## src/rtl/cap_pkg.sv

```systemverilog
package cap_pkg;
    typedef enum logic [1:0] {
        LK_OPEN  = 2'd0,
        LK_HOLD0 = 2'd1,
        LK_HOLD1 = 2'd2
    } lock_state_e;

    typedef enum logic [1:0] {
        CM_OFF     = 2'd0,
        CM_SPLIT   = 2'd1,
        CM_T0_BOTH = 2'd2,
        CM_T1_BOTH = 2'd3
    } cap_mode_e;
endpackage

```

## src/rtl/cap_edge_det.sv

```systemverilog
module cap_edge_det #(
    parameter int NTRIG = 2
) (
    input  logic             clk,
    input  logic             rst_n,
    input  logic [NTRIG-1:0] trig,
    output logic [NTRIG-1:0] rise,
    output logic [NTRIG-1:0] fall
);
    logic [NTRIG-1:0] prev_q;

    for (genvar i = 0; i < NTRIG; i++) begin : g_det
        always_ff @(posedge clk or negedge rst_n) begin
            if (!rst_n) prev_q[i] <= 1'b0;
            else        prev_q[i] <= trig[i];
        end
        assign rise[i] = trig[i] & ~prev_q[i];
        assign fall[i] = ~trig[i] & prev_q[i];
    end
endmodule

```

## src/rtl/cap_lock_fsm.sv

```systemverilog
module cap_lock_fsm
    import cap_pkg::*;
(
    input  logic clk,
    input  logic rst_n,
    input  logic rd_en,
    input  logic rd_sel,
    input  logic rd_wide,
    input  logic rd_upper,
    output logic locked,
    output logic freeze
);
    lock_state_e state_q, state_d;
    logic lo_read, hi_read;

    assign lo_read = rd_en & ~rd_wide & ~rd_upper;
    assign hi_read = rd_en & ~rd_wide &  rd_upper;

    always_ff @(posedge clk or negedge rst_n) begin
        if (!rst_n) state_q <= LK_OPEN;
        else        state_q <= state_d;
    end

    always_comb begin
        state_d = state_q;
        unique case (state_q)
            LK_OPEN:  if (lo_read) state_d = rd_sel ? LK_HOLD1 : LK_HOLD0;
            LK_HOLD0: if (hi_read && !rd_sel) state_d = LK_OPEN;
            LK_HOLD1: if (hi_read &&  rd_sel) state_d = LK_OPEN;
            default:  state_d = LK_OPEN;
        endcase
    end

    always_comb begin
        locked = (state_q != LK_OPEN);
        freeze = locked | lo_read;
    end
endmodule

```

## src/rtl/cap_bank.sv

```systemverilog
module cap_bank #(
    parameter int CNT_W = 16,
    parameter int NREG  = 2
) (
    input  logic             clk,
    input  logic             rst_n,
    input  logic [CNT_W-1:0] count,
    input  logic [NREG-1:0]  load,
    output logic [CNT_W-1:0] val [NREG],
    output logic [NREG-1:0]  pulse
);
    for (genvar k = 0; k < NREG; k++) begin : g_reg
        always_ff @(posedge clk or negedge rst_n) begin
            if (!rst_n) begin
                val[k]   <= '0;
                pulse[k] <= 1'b0;
            end else begin
                if (load[k]) val[k] <= count;
                pulse[k] <= load[k];
            end
        end
    end
endmodule

```

## src/rtl/cap_lock_unit.sv

```systemverilog
module cap_lock_unit
    import cap_pkg::*;
#(
    parameter int CNT_W = 16
) (
    input  logic             clk,
    input  logic             rst_n,
    input  logic             run,
    input  logic [CNT_W-1:0] count,
    input  logic [1:0]       trig,
    input  logic [1:0]       mode,
    input  logic             swcap_wr,
    input  logic             swcap_val,
    input  logic             rd_en,
    input  logic             rd_sel,
    input  logic             rd_wide,
    input  logic             rd_upper,
    output logic [CNT_W-1:0] rd_data,
    output logic [1:0]       cap_pulse
);
    localparam int HALF_W = CNT_W / 2;
    localparam int NREG   = 2;

    logic [1:0]       rise, fall;
    logic             lock_active, freeze;
    logic             hw0, hw1, sw_cmd, cap_ok;
    logic [NREG-1:0]  load;
    logic [CNT_W-1:0] val [NREG];
    logic [CNT_W-1:0] val0, val1, sel_val;

    cap_edge_det #(.NTRIG(2)) u_edge (
        .clk(clk), .rst_n(rst_n), .trig(trig), .rise(rise), .fall(fall)
    );

    cap_lock_fsm u_lock (
        .clk(clk), .rst_n(rst_n), .rd_en(rd_en), .rd_sel(rd_sel),
        .rd_wide(rd_wide), .rd_upper(rd_upper),
        .locked(lock_active), .freeze(freeze)
    );

    always_comb begin
        hw0 = 1'b0;
        hw1 = 1'b0;
        unique case (cap_mode_e'(mode))
            CM_OFF:     ;
            CM_SPLIT:   begin hw0 = rise[0]; hw1 = rise[1]; end
            CM_T0_BOTH: begin hw0 = rise[0]; hw1 = fall[0]; end
            CM_T1_BOTH: begin hw0 = rise[1]; hw1 = fall[1]; end
            default:    ;
        endcase
    end

    assign sw_cmd  = swcap_wr & ~swcap_val;
    assign cap_ok  = run & ~freeze;
    assign load[0] = cap_ok & (hw0 | sw_cmd);
    assign load[1] = cap_ok & hw1;

    cap_bank #(.CNT_W(CNT_W), .NREG(NREG)) u_bank (
        .clk(clk), .rst_n(rst_n), .count(count), .load(load),
        .val(val), .pulse(cap_pulse)
    );

    assign val0    = val[0];
    assign val1    = val[1];
    assign sel_val = rd_sel ? val1 : val0;

    always_comb begin
        if (rd_wide)       rd_data = sel_val;
        else if (rd_upper) rd_data = {{HALF_W{1'b0}}, sel_val[CNT_W-1:HALF_W]};
        else               rd_data = {{HALF_W{1'b0}}, sel_val[HALF_W-1:0]};
    end
endmodule

```

## config.mk

```make
export PLATFORM = sky130hd
export DESIGN_NAME = cap_lock_unit
export DESIGN_NICKNAME = d
export VERILOG_FILES = /design/src/rtl/cap_pkg.sv /design/src/rtl/cap_edge_det.sv /design/src/rtl/cap_lock_fsm.sv /design/src/rtl/cap_bank.sv /design/src/rtl/cap_lock_unit.sv
export SDC_FILE = /design/constraint.sdc
export NUM_CORES = 1
export LEC_CHECK = 0
export BUFFER_PORTS_ARGS = -buffer_cell sky130_fd_sc_hd__buf_2
export CAP_MARGIN = 25
export CORE_UTILIZATION = 53
export DETAILED_ROUTE_END_ITERATION = 8
export GPL_ROUTABILITY_DRIVEN = 0
export PLACE_DENSITY_LB_ADDON = 0.1
export SETUP_SLACK_MARGIN = 0.1
export SKIP_CTS_REPAIR_TIMING = 1
export SLEW_MARGIN = 40
export SYNTH_ARGS = -nofsm -noshare
export SYNTH_HDL_FRONTEND = slang
export SYNTH_HIERARCHICAL = 1
export SYNTH_SLANG_ARGS = --single-unit
```

## constraint.sdc

```tcl
create_clock -name clk -period 2.6 [get_ports clk]
set_input_delay 0.52 -clock clk [delete_from_list [all_inputs] [get_ports clk]]
set_output_delay 0.52 -clock clk [all_outputs]
set_load 0.05 [all_outputs]
```

# Yosys cells after proc, flatten, opt, wreduce, memory -nomap -nowiden
# Index checks and enable logic that the tools add are counted.
[classes]
bitwise_logic = 21
eq_ne = 8
mux = 10
reduce_logical = 7
[ops]
columns = ["operator", "count"]
rows = [
  ["16-bit two-way mux", 2],
  ["1-bit AND", 11],
  ["2-bit two-way mux", 4],
  ["8-bit two-way mux", 1],
  ["1-bit inverter", 8],
  ["2-bit equality test (second input constant)", 3],
  ["2-bit by 1-bit inequality test with 1-bit output (second input constant)", 3],
  ["2-bit case mux with 3 select lines", 1],
  ["2-bit by 1-bit equality test with 1-bit output (second input constant)", 2],
  ["1-bit case mux with 3 select lines", 1],
  ["3-bit AND reduction", 1],
  ["1-bit logical AND", 2],
  ["2-bit logical NOT", 1],
  ["1-bit bitwise OR", 2],
  ["1-bit case mux with 2 select lines", 1],
  ["2-bit nonzero test", 1],
  ["2-bit OR reduction", 1],
  ["1-bit logical NOT", 1],
]
[totals]
output_inout_bits = 18
elab_cells = 53
in_bits = 29
reg_bits = 38

# Longest topological paths before layout
[logic_depth]
word_depth = 7
ltp_mapped = 7
ltp_nobuf = 5

# Cells and area by module
# Netlist, hierarchy kept.
[modules_own_cells]
columns = ["mod", "n_inst", "seq_area_each_um2", "area_each_um2", "cells_per_inst"]
rows = [
  ["cap_bank", 1, 850.8, 1348.8, 70],
  ["cap_lock_unit", 1, 0.0, 457.9, 40],
  ["cap_lock_fsm", 1, 50.0, 132.6, 12],
  ["cap_edge_det", 1, 50.0, 85.1, 6],
]

# Worst setup path after synthesis
# Ideal clock, no wire load.
[synth_timing]
path_type = "input to register"
startpoint = "input rd_en"
endpoint = "register u_bank/val[21] in the netlist's numbering"
arrival_ns = 2.125
cell_stages = 7
required_time_ns = 2.475
setup_ns = 0.125
slack_ns = 0.350
path_buffers = 2
path_cell_list = "nor3b_1 or2_1 or3b_2 o21ai_0 buf_6 buf_12 mux2_4"
[synth_via]
elab_chain_cells = 6
[synth_rtl]
columns = ["element", "line", "source"]
rows = [
  ["from (decl)", "cap_lock_unit.sv:14", "input logic rd_en,"],
  ["1-bit AND (2 in series)", "cap_lock_fsm.sv:16", "assign lo_read = rd_en & ~rd_wide & ~rd_upper;"],
  ["1-bit bitwise OR", "cap_lock_fsm.sv:36", "freeze = locked | lo_read;"],
  ["net freeze", "cap_lock_unit.sv:25", "logic lock_active, freeze;"],
  ["1-bit inverter", "cap_lock_unit.sv:54", "assign cap_ok = run & ~freeze;"],
  ["1-bit AND", "cap_lock_unit.sv:54", ""],
  ["1-bit AND", "cap_lock_unit.sv:55", "assign load[0] = cap_ok & (hw0 | sw_cmd);"],
  ["net load[0]", "cap_lock_unit.sv:27", "logic [NREG-1:0] load;"],
  ["to (signal, indexed assignment)", "cap_bank.sv:18", "if (load[k]) val[k] <= count;"],
  ["to (decl)", "cap_bank.sv:9", "output logic [CNT_W-1:0] val [NREG],"],
]
# The timed path passes the listed nets, and every way through them passes these cells.
# A chain may end at the register's enable or synchronous reset.

# Worst setup path in the final report
[layout_timing]
startpoint = "input rd_sel"
endpoint = "output rd_data[0]"
[layout_via]
elab_chain_cells = 3
[layout_rtl]
columns = ["element", "line", "source"]
rows = [
  ["from (decl)", "cap_lock_unit.sv:15", "input logic rd_sel,"],
  ["16-bit two-way mux (*)", "cap_lock_unit.sv:65", "assign sel_val = rd_sel ? val1 : val0;"],
  ["8-bit two-way mux", "cap_lock_unit.sv:69", "else if (rd_upper) rd_data = {{HALF_W{1'b0}}, sel_val[CNT_W-1:HALF_W]};"],
  ["16-bit two-way mux (*)", "cap_lock_unit.sv:68", "if (rd_wide) rd_data = sel_val;"],
  ["to (decl)", "cap_lock_unit.sv:18", "output logic [CNT_W-1:0] rd_data,"],
]
# Mark *: on every way between the ends. The rest lies on a longest branch, timed or not.

==> impl_metrics.tcl <==
set metrics [dict create \
    required_ns 2.08 \
    wl_per_cell_microns 16.30 \
    finalHoldViolations 0 \
    cts-root-buf "clkbuf_8" \
    start_util_pct 55.30 \
    grt_pass1_wl_mm 6.306 \
    setup_viol 0 \
    numPortBuffers 46 \
    cp_data_arrival_time_ns 1.74 \
    cp_max_fo 18 \
    yosys_warnings 6 \
    cts_tree "done" \
    p_sw_share_pct 37.94 \
    p_int_uw 1618 \
    drv_cap 0 \
    ioPinCount 47 \
    slowest_stage "mux4_2" \
    final_common_cell "buf_2" \
    drt_iter0_markers 54 \
    startpoint_type "primary input" \
    synth_cells 128 \
    fin_total_pwr_uw 2608 \
    fin_worst_skew_ns 0.005970 \
    postRouteAntennaNets 0 \
    drive_above_1_share_pct 58.99 \
    synth_nets 161 \
    switchingPower_uw 989.3 \
    max_freq_ghz 0.4418 \
    seq_area_frac_synth_pct 46.97 \
    hp-class "in -> async" \
    ys_seq_elements 38 \
    worst_slew_pin_slew_ns 0.5036 \
    grt_overflow 0 \
    p_leak_uw 0.001149 \
    cpMostUsedCell "buf_2" \
    clk_path_buf_depth 2 \
    design.core.area_sq_mm 0.003661 \
    synth_top_cell_by_area "dfrtp_1" \
    seq_power_share_pct 39.8 \
    vias 1219 \
    routed_wl_mm 3.684 \
    powerDensity_mw_per_mm2 1100 \
    reg2reg_depth 6 \
    vias_per_cell 5.394 \
    final_cell_mix "buf_2 (45), dfrtp_1 (38), mux2_4 (20), mux2_2 (12)" \
    clkTransAtPathRegs_ns 0.07 \
    crit_chain "buf_2, mux4_2, buf_2" \
    synth.avg_cell_area_sq_um 15.82 \
    r2r_start "u_lock/state_q[0]" \
    netlist_area_sq_mm 0.002024 \
    drc_errors 0 \
    rows 22 \
    cts_buffers 5 \
    peakVddDrop_uv 708.9 \
    clk-insertion-delay-late_ns 0.29 \
    cts_max_level 2 \
    synth_top_area_share_pct 46.97 \
    ys_types 26 \
    min_period_over_period_pct 87.06 \
    dp_hpwl_mm 2.589 \
    synth_area_leaders "dfrtp_1 (47%), mux2_4 (15%), mux4_2 (8.9%)" \
    slowest_delay_ns 0.58 \
    dieArea_sq_mm 0.004071 \
    grt_setup_unrepaired "false" \
    fin_crit_ns 2.264 \
    cts_sinks 38 \
    diodes 0 \
    nets 210 \
    pwr-share-comb_pct 44.4 \
    final-max-slew-violation-count 0 \
    setup_tns_ns 0 \
    status "finished, final reports clean" \
    syn2layout_area_growth_pct 17.06 \
    die-height_microns 63.81 \
    antenna_found_initial 0 \
    grt_usage_pct 20.97 \
    grt_start_max_net_pins 39 \
    ff2ff_setup_slack_ns 0.41 \
    path_class "in -> out" \
    first_pass_iters 4 \
    die_w_microns 63.81 \
    regToRegEndpoint "u_bank/val[1]" \
    nFillCells 284 \
    grt_pass1_vias 1298 \
    slew_headroom_pct 66.43 \
    endpoint_kind "primary output" \
    clkPwrFrac_pct 15.7 \
]
## layer usage
metal  track usage (%)  part of all wire [%]  up-vias
li1                  -                     -      561
met1             27.03                    43      619
met4             6.818                   1.5        0
met3             5.179                   4.5        7
met2             34.71                    51       32
met5                 0                     0        -
## worst max path at each step
stage	startpoint	to	slack, ns	cells after the start
global route	rd_sel	rd_data[0]	0.28	3
floorplan	rd_en	u_bank/val[21]	0.35	7
detailed placement	rd_wide	u_bank/val[1]	0.20	7
CTS	rd_sel	rd_data[0]	0.32	3
finish	rd_sel	rd_data[0]	0.34	3
global placement	rd_wide	u_bank/val[19]	0.25	7
## kinds of logic (layout without fill, tap and decap cells)
| group | count (synthesis) | after routing | share of synthesized area (%) |
|---|---|---|---|
| DFF | 38 | 38 | 46.97 |
| muxes | 48 | 48 | 34.36 |
| AOI/OAI and AO/OA | 5 | 5 | 2.225 |
| and+or+nand+nor | 23 | 23 | 8.837 |
| adders and majority gates | 4 | 4 | 2.472 |
| buffers and inverters | 10 | 60 | 5.130 |
## critical path, delay by kind of cell
kind / cells / cell delay [ns]
buffers and inverters: 2 / 0.64
muxes: 1 / 0.58
## metrics by stage
| stage | instance area, sq um | hold WS, ns | utilization, % | setup WS (ns) | instances |
|---|---|---|---|---|---|
| after global placement | 2276 | 0.4350 | 62.17 | 0.2483 | 218 |
| after floorplan | 2024 | 0.2244 | - | 0.3495 | 128 |
| final | 2370 | 0.1877 | 64.73 | 0.3364 | 226 |
| after global routing | 2370 | 0.2138 | 64.73 | 0.2762 | 226 |
| after CTS | 2367 | 0.3490 | 64.66 | 0.3180 | 226 |
| after detailed placement | 2276 | 0.4493 | 62.17 | 0.2033 | 218 |
## power by group through the flow
stage                     clock network [uW]  logic (uW)  registers, uW
after floorplan                            0         973            990
after detailed placement                   0        1160           1050
after global routing                     452        1230           1070
final                                    410        1160           1040
after CTS                                425        1170           1040
after global placement                     0        1140           1020
## sequential cells by signal (all words and copies together), names as in the netlist
signal          flops
u_bank/pulse        2
u_bank/val         32
u_edge/prev_q       2
u_lock/state_q      2
## cells in the mapped netlist
cell type,number
nand3b_1,1
mux2_4,20
buf_6,4
a211oi_2,1
o211a_1,1
nor2_1,1
inv_1,3
mux2i_1,8
a222oi_1,1
buf_12,2
dfrtp_1,38
mux4_2,8
a22oi_1,1
nand4bb_1,1
or3b_2,1
nor2b_1,8
o21ai_0,1
buf_4,1
or4bb_1,1
ha_1,4
and2b_2,4
nor3b_1,2
and4b_1,1
mux2_2,12
or2_1,2
nand2b_4,1
## layout make-up
type	count	area [sq um]	area share, %
clock inverter	1	5.005	0.2112
timing repair buffer	49	280.3	11.83
sequential	38	950.9	40.13
clock buffer	7	86.33	3.643
tap	48	60.06	2.534
multi-input combinational	80	975.9	41.18
inverter	3	11.26	0.4752
No activity file was read; power rests on OpenSTA's default activity.
